File: config.mk
export PLATFORM = sky130hd
export DESIGN_NAME = fault_pd_ctrl
export DESIGN_NICKNAME = d
export VERILOG_FILES = /design/src/rtl/fault_pd_pkg.sv /design/src/rtl/fault_qualify.sv /design/src/rtl/trip_cell.sv /design/src/rtl/fault_pd_ctrl.sv
export SDC_FILE = /design/constraint.sdc
export NUM_CORES = 1
export LEC_CHECK = 0
export BUFFER_PORTS_ARGS = -buffer_cell sky130_fd_sc_hd__clkbuf_2
export CAP_MARGIN = 20
export CORE_AREA = 5 5 42 44
export DETAILED_ROUTE_END_ITERATION = 12
export DIE_AREA = 0 0 47 49
export SLEW_MARGIN = 10
export SYNTH_ARGS = -nofsm -noshare
export SYNTH_HDL_FRONTEND = slang
export SYNTH_SLANG_ARGS = --single-unit
File: constraint.sdc
create_clock -name clk -period 0.8 [get_ports clk]
set_clock_uncertainty 0.1 [all_clocks]
set_input_delay 0.04 -clock clk [delete_from_list [all_inputs] [get_ports clk]]
set_output_delay 0.04 -clock clk [all_outputs]
set_load 0.1 [all_outputs]
File: src/rtl/fault_pd_pkg.sv
// Package: fault_pd_pkg
// Shared policy encoding and the fault qualification function for the
// fault powerdown controller. Assumes a two-bit policy field.
package fault_pd_pkg;

    typedef enum logic [1:0] {
        PD_NONE     = 2'd0,
        PD_UNMASKED = 2'd1,
        PD_ANY      = 2'd2,
        PD_RSVD     = 2'd3
    } pd_mode_e;

    // True when the policy lets faults force a powerdown.
    function automatic logic policy_active(input pd_mode_e m);
        return (m == PD_UNMASKED) || (m == PD_ANY);
    endfunction

endpackage

File: src/rtl/fault_qualify.sv
// Module: fault_qualify
// Decides, per channel and for the bias, whether a live fault counts under
// the present policy. Purely combinational. Assumes fault and mask bits are
// already synchronous to clk.
module fault_qualify
    import fault_pd_pkg::*;
#(
    parameter int NUM_CH = 4
) (
    input  logic [1:0]        mode_raw,
    input  logic [NUM_CH-1:0] ch_fault,
    input  logic [NUM_CH-1:0] ch_mask,
    input  logic              bias_fault,
    output logic              active,
    output logic [NUM_CH-1:0] ch_hit,
    output logic              bias_hit
);

    pd_mode_e mode;

    // Map the raw field onto the policy type and flag whether faults act.
    always_comb begin
        mode   = pd_mode_e'(mode_raw);
        active = policy_active(mode);
    end

    // Choose which channel faults count: unmasked only, or all of them.
    always_comb begin
        unique case (mode)
            PD_UNMASKED: ch_hit = ch_fault & ~ch_mask;
            PD_ANY:      ch_hit = ch_fault;
            default:     ch_hit = '0;
        endcase
    end

    // The bias fault counts under either active policy.
    always_comb begin
        bias_hit = active & bias_fault;
    end

endmodule

File: src/rtl/trip_cell.sv
// Module: trip_cell
// One trip flag. It is set when a counting fault is seen and released
// either by itself once the fault is gone (automatic) or by a re-arm strobe
// once the fault is gone (manual). An inactive policy clears it. Assumes the
// strobe is a one-cycle pulse synchronous to clk.
module trip_cell (
    input  logic clk,
    input  logic rst_n,
    input  logic active,
    input  logic hit,
    input  logic manual,
    input  logic rearm,
    output logic tripped
);

    logic trip_d;

    // Next-state rule: an inactive policy releases, a live hit sets, else recovery applies.
    always_comb begin
        if (!active) begin
            trip_d = 1'b0;
        end else if (hit) begin
            trip_d = 1'b1;
        end else if (tripped) begin
            trip_d = manual ? ~rearm : 1'b0;
        end else begin
            trip_d = 1'b0;
        end
    end

    // State register with synchronous active-low reset.
    always_ff @(posedge clk) begin
        if (!rst_n) begin
            tripped <= 1'b0;
        end else begin
            tripped <= trip_d;
        end
    end

endmodule

File: src/rtl/fault_pd_ctrl.sv
// Module: fault_pd_ctrl
// Top level of the fault powerdown controller. Qualifies the faults, keeps
// one trip flag per channel plus one for the bias supply, and gates the
// user requests with them. A bias trip holds every channel off. Assumes all
// inputs are synchronous to clk.
module fault_pd_ctrl #(
    parameter int NUM_CH = 4
) (
    input  logic              clk,
    input  logic              rst_n,
    input  logic [1:0]        pd_mode,
    input  logic              manual_rcv,
    input  logic [NUM_CH-1:0] ch_req,
    input  logic [NUM_CH-1:0] ch_fault,
    input  logic [NUM_CH-1:0] ch_mask,
    input  logic [NUM_CH-1:0] ch_rearm,
    input  logic              bias_req,
    input  logic              bias_fault,
    input  logic              bias_rearm,
    output logic [NUM_CH-1:0] ch_en,
    output logic              bias_en
);

    logic              active;
    logic [NUM_CH-1:0] ch_hit;
    logic              bias_hit;
    logic [NUM_CH-1:0] ch_trip;
    logic              bias_trip;

    fault_qualify #(.NUM_CH(NUM_CH)) u_qual (
        .mode_raw   (pd_mode),
        .ch_fault   (ch_fault),
        .ch_mask    (ch_mask),
        .bias_fault (bias_fault),
        .active     (active),
        .ch_hit     (ch_hit),
        .bias_hit   (bias_hit)
    );

    for (genvar i = 0; i < NUM_CH; i++) begin : g_ch
        trip_cell u_trip (
            .clk     (clk),
            .rst_n   (rst_n),
            .active  (active),
            .hit     (ch_hit[i]),
            .manual  (manual_rcv),
            .rearm   (ch_rearm[i]),
            .tripped (ch_trip[i])
        );
    end

    trip_cell u_bias_trip (
        .clk     (clk),
        .rst_n   (rst_n),
        .active  (active),
        .hit     (bias_hit),
        .manual  (manual_rcv),
        .rearm   (bias_rearm),
        .tripped (bias_trip)
    );

    // Gate the requests with the trip flags; a bias trip holds every channel off.
    always_comb begin
        ch_en   = ch_req & ~ch_trip & {NUM_CH{~bias_trip}};
        bias_en = bias_req & ~bias_trip;
    end

endmodule

---- After elaboration in Yosys (flattened, before gate mapping) ----
Cells that the tools add are included.
cells by class
  equality and inequality tests ........... 2
  muxes and demuxes ....................... 16
  bitwise gates (word level) .............. 13
  reductions and logical operators ........ 2
operators by type and width
  cell                                                  count
  two-way mux 1 bit                                     15
  bitwise AND 4 bit                                     3
  NOT 4 bit                                             2
  one-hot mux 4 bit (2 select lines)                    1
  NOT 1 bit                                             6
  bitwise AND 1 bit                                     2
  equality test 2 x 1 -> 1 bit (second input constant)  1
  equality test 2 bit (second input constant)           1
  AND reduction 2 bit                                   1
  logical OR 1 bit                                      1
word-level totals
  flip-flop bits (word level) ............. 5
  input bits .............................. 24
  output and inout bits ................... 5
  word-level logic and storage cells ...... 38

---- Depth between registers and ports, before layout ----
  depth after elaboration ................. 4
  mapped depth ............................ 5
  mapped depth without buffers ............ 5

---- By module ----
A second synthesis with hierarchy kept.
second synthesis, totals
  cells, all modules ...................... 34
  area total of the unflattened synthesis .. 337.8 µm²
modules (own cells, without submodules)
  module         instances  cells an instance  area each (µm²)  sequential area each (µm²)
  trip_cell      5          3                  38.8             20.0
  fault_qualify  1          14                 107.6            0.0
  fault_pd_ctrl  1          5                  36.3             0.0

---- Least setup slack after synthesis ----
No wires, ideal clock.
  path kind ............................... reg-to-output
  from .................................... register u_bias_trip.tripped
  to ...................................... output port ch_en[0]
  data arrival time ....................... 2.558 ns
  required time ........................... 0.660 ns
  slack ................................... -1.898 ns
  stages on the path, launching flop included .. 2
  buffers on the path ..................... 0
  path through ............................ dfxtp_1 nor3b_1
between the ends
  longest elaborated chain between the ends .. 2
ends and longest elaborated chain
  what                    RTL line             RTL
  from (decl)             trip_cell.sv:13      output logic tripped
  from (signal assigned)  trip_cell.sv:36      tripped <= trip_d;
  NOT 1 bit               fault_pd_ctrl.sv:64  ch_en = ch_req & ~ch_trip & {NUM_CH{~bias_trip}};
  bitwise AND 4 bit       fault_pd_ctrl.sv:64
  to (decl)               fault_pd_ctrl.sv:20  output logic [NUM_CH-1:0] ch_en,
No other way between the ends.

---- Worst setup path after layout ----
  from .................................... register u_bias_trip.tripped
  to ...................................... output port ch_en[1]
Same word-level chain as after synthesis.

==> run_results.csv <==
group,metric,value,unit
status,outcome,"finished with violations",
status,failed_checks,"hold timing, setup timing",
sta,timing.fmax,846.4,MHz
synthesis,ys_types,11,
synthesis,synth_largest_area_cell,"dfxtp_1",
clock_tree,clock_latency,0.24,ns
power,intPower,619.2,µW
global_route,grt_pass1_vias,350,
global_route,grt_start_max_net_pins,7,
synthesis,synth.area.mux_share,0,
synthesis,synth_top_area_frac,0.3524,
synthesis,synth_warnings,0,
synthesis,ys_seq_area_frac,0.3524,
floorplanning,die_x,47,µm
sta,max_slew.worst_pin.slew,0.1943,ns
setup_path,cp_cell_sequence,"nor3b_4, buf_12",
cells_and_area,area_growth,118.9,%
synthesis,dominantRegCellSynth,"dfxtp_1",
sta,whs,-0.09296,ns
power,swShare,0.3495,
run,max_cap_viol_count,0,
setup_path,cp_max_fo,6,
clock_tree,htreeDepth,1,
sta,period_share,1.477,
setup_path,path_buf_inv,1,
sta,rsz0062_at_grt,"true",
sta,fin_ws,-0.3815,ns
floorplanning,die_h,49,µm
power,pwr-share-comb,0.408,
global_route,gr-max-usage-layer,"met2",
drt,viasPerCell,4.207,
setup_path,critPathMaxStageDelay,0.38,ns
setup_path,crit_required,0.66,ns
power,power.density,1531,nW/µm²
sta,period_needed,1.182,ns
placement,dp_hpwl,751.8,µm
global_route,grt_usage,0.07541,
synthesis,synth_compound_area_frac,0.1630,
clock_tree,cts_hold_buf,3,
power,power_leakage,0.2848,nW
synthesis,syn-num-nets,60,
synthesis,synth-seq-cells,5,
synthesis,syn_area,284.0,µm²
floorplanning,coreArea,1401,µm²
setup_path,path_class,"flop to output pin",
clock_tree,clk_path_buf_depth,2,
cells_and_area,layout-drive-gt1-share,0.5758,
synthesis,synthAdderAreaFrac,0.08811,
setup_path,crit_slowest_cell,"dfxtp_4",
placement,port_buffers,28,
global_route,met1_usage,0.08370,
sta,maxSlewHeadroom,0.8705,
cells_and_area,design_area,621.8,µm²
synthesis,synth_edf_count,0,
drt,postRouteWirelength,820,µm
power,clockPowerShare,0.304,
floorplanning,io_pins,29,
setup_path,crit_path_end_kind,"output pin",
clock_tree,cts_tree,"yes",
global_route,grtUsageMet2,0.1176,
clock_tree,post_cts.repair.setup_buffers,0,
floorplanning,num_rows,14,
cells_and_area,diodes,0,
setup_path,cpLargestDelayFamily,"flip-flops",
global_route,grt_pass1_wl,1311,µm
synthesis,synth-simple-area-share,0.3568,
cells_and_area,final_cells,82,
drt,drcViolationCount,0,
drt,vias,345,
placement,placed_area,570.5,µm²
synthesis,synth_area_leaders,"dfxtp_1 (35%), nor2b_1 (11%), nand3b_1 (11%)",
drt,antenna_left,0,
clock_tree,path_clk_slew,0.05,ns
hold_path,hp-class,"primary input to flop",
global_route,antenna_found_initial,0,
power,net-switching-power,332.6,µW
power,sequentialPowerShare,0.289,
placement,gp_routability_congestion,0.6270,
sta,slew_viol_final,0,
synthesis,synth-async-reset-ratio,0,
placement,place_inst,78,
global_route,grt_util_met3,0.02952,
global_route,grt_overflow,0,
synthesis,synth_top_family_by_area,"simple AND/OR/NAND/NOR gates",
clock_tree,cts_sinks,5,
synthesis,synth_commonest_cells,"dfxtp_1 (5), nor2b_1 (5)",
drt,wire_per_inst,10.00,µm
clock_tree,cts_inserted_buffers,3,
clock_tree,clock_tree.root_cell,"clkbuf_4",
sta,hold_violations,5,
power,ir_drop,0.0006720,V
setup_path,cp-start-kind,"flop",
synthesis,synthCells,34,
drt,first_pass_iters,4,
sta,setup_violations,6,
synthesis,avgSynthCellArea,8.354,µm²
synthesis,synth-xor-area-share,0,
floorplanning,die_area,2303,µm²
setup_path,cp.arrival,1.04,ns
drt,drtIter0Drc,2,
floorplanning,initial_core_util,0.2027,
cells_and_area,nets,93,
[power groups by stage]
stage          Sequential, mW  Clock (mW)  Combinational (mW)
3_5_place_dp            0.279           0               0.382
2_1_floorplan           0.277           0               0.223
4_1_cts                 0.275       0.302               0.394
3_3_place_gp            0.279           0               0.380
5_1_grt                 0.276       0.316               0.408
6_report                0.275       0.289               0.388
[cell type report]
class,count,area [µm²]
fillers,152,779.5
repair buffers,28,230.2
multi-input cells,26,227.7
flip-flops and latches,5,106.4
clock buffers,4,26.28
well taps,16,20.02
inverters,3,11.26
[final timing paths]
| kind | start | to | slack [ns] | depth (start not counted) |
|---|---|---|---|---|
| hold reg to reg | g_ch[3].u_trip.tripped | g_ch[3].u_trip.tripped | 0.40 | 2 |
| setup / recovery | u_bias_trip.tripped | ch_en[1] | -0.38 | 2 |
| hold / removal | bias_fault | u_bias_trip.tripped | -0.09 | 3 |
| setup reg to reg | u_bias_trip.tripped | u_bias_trip.tripped | -0.02 | 2 |
[stage by stage]
stage               TNS [ns]  utilization  hold slack [ns]  worst slack [ns]  power [mW]
global placement      -1.264       0.4071           0.1558           -0.1482      0.6588
CTS                   -1.939       0.4473         -0.09703           -0.4026      0.9709
floorplan             -2.711            -          0.05638           -0.5461      0.5006
finish                -1.852       0.4438         -0.09296           -0.3815      0.9518
global route          -2.137       0.4438         -0.08529           -0.4426       1.000
detailed placement    -1.409       0.4071           0.1564           -0.1785      0.6614
[cell usage in the layout (no fill, tap or decap)]
master         Yosys  final
a21oi_1            4      4
inv_1              3      3
nor2b_1            5      4
o21ai_1            4      2
dfxtp_4            0      1
nor2b_2            0      1
nor2_1             1      1
a31oi_1            1      1
buf_12             0      5
dlygate4sd3_1      0      3
nand2b_1           1      1
nor3b_4            0      4
clkbuf_1           0      1
ha_1               2      2
dfxtp_2            0      2
nand3b_1           4      4
dfxtp_1            5      2
o21ai_2            0      2
clkbuf_2           0     20
clkbuf_4           0      3
[cell families (layout without fill, tap and decap cells)]
| group | Yosys count | count (layout) |
|---|---|---|
| and+or+nand+nor | 15 | 15 |
| AOI/OAI and AO/OA | 9 | 9 |
| DFF | 5 | 5 |
| buffers and inverters | 3 | 35 |
| adders and majority gates | 2 | 2 |
[routing by layer]
layer | vias to the layer above | share of wire
li1 | 183 | -
met2 | 20 | 0.48
met5 | - | 0
met4 | 0 | 0
met3 | 0 | 0.14
met1 | 142 | 0.38
[state kept, by name, summed over array words and instances (netlist names)]
name	flops
u_bias_trip.tripped	1
g_ch.u_trip.tripped	4
[worst reg2reg max path, stage by stage (launching register included)]
cell,delay [ns]
dfxtp_4,0.38
a31oi_1,0.18
nor2_1,0.05
[what timing repair did]
action	in CTS	in global routing
pin swaps	1	3
endpoints found under the hold margin	5	5
resized for setup	0	4
endpoints found under the setup margin	6	9
Note: power is estimated with default switching activity, not from simulation.
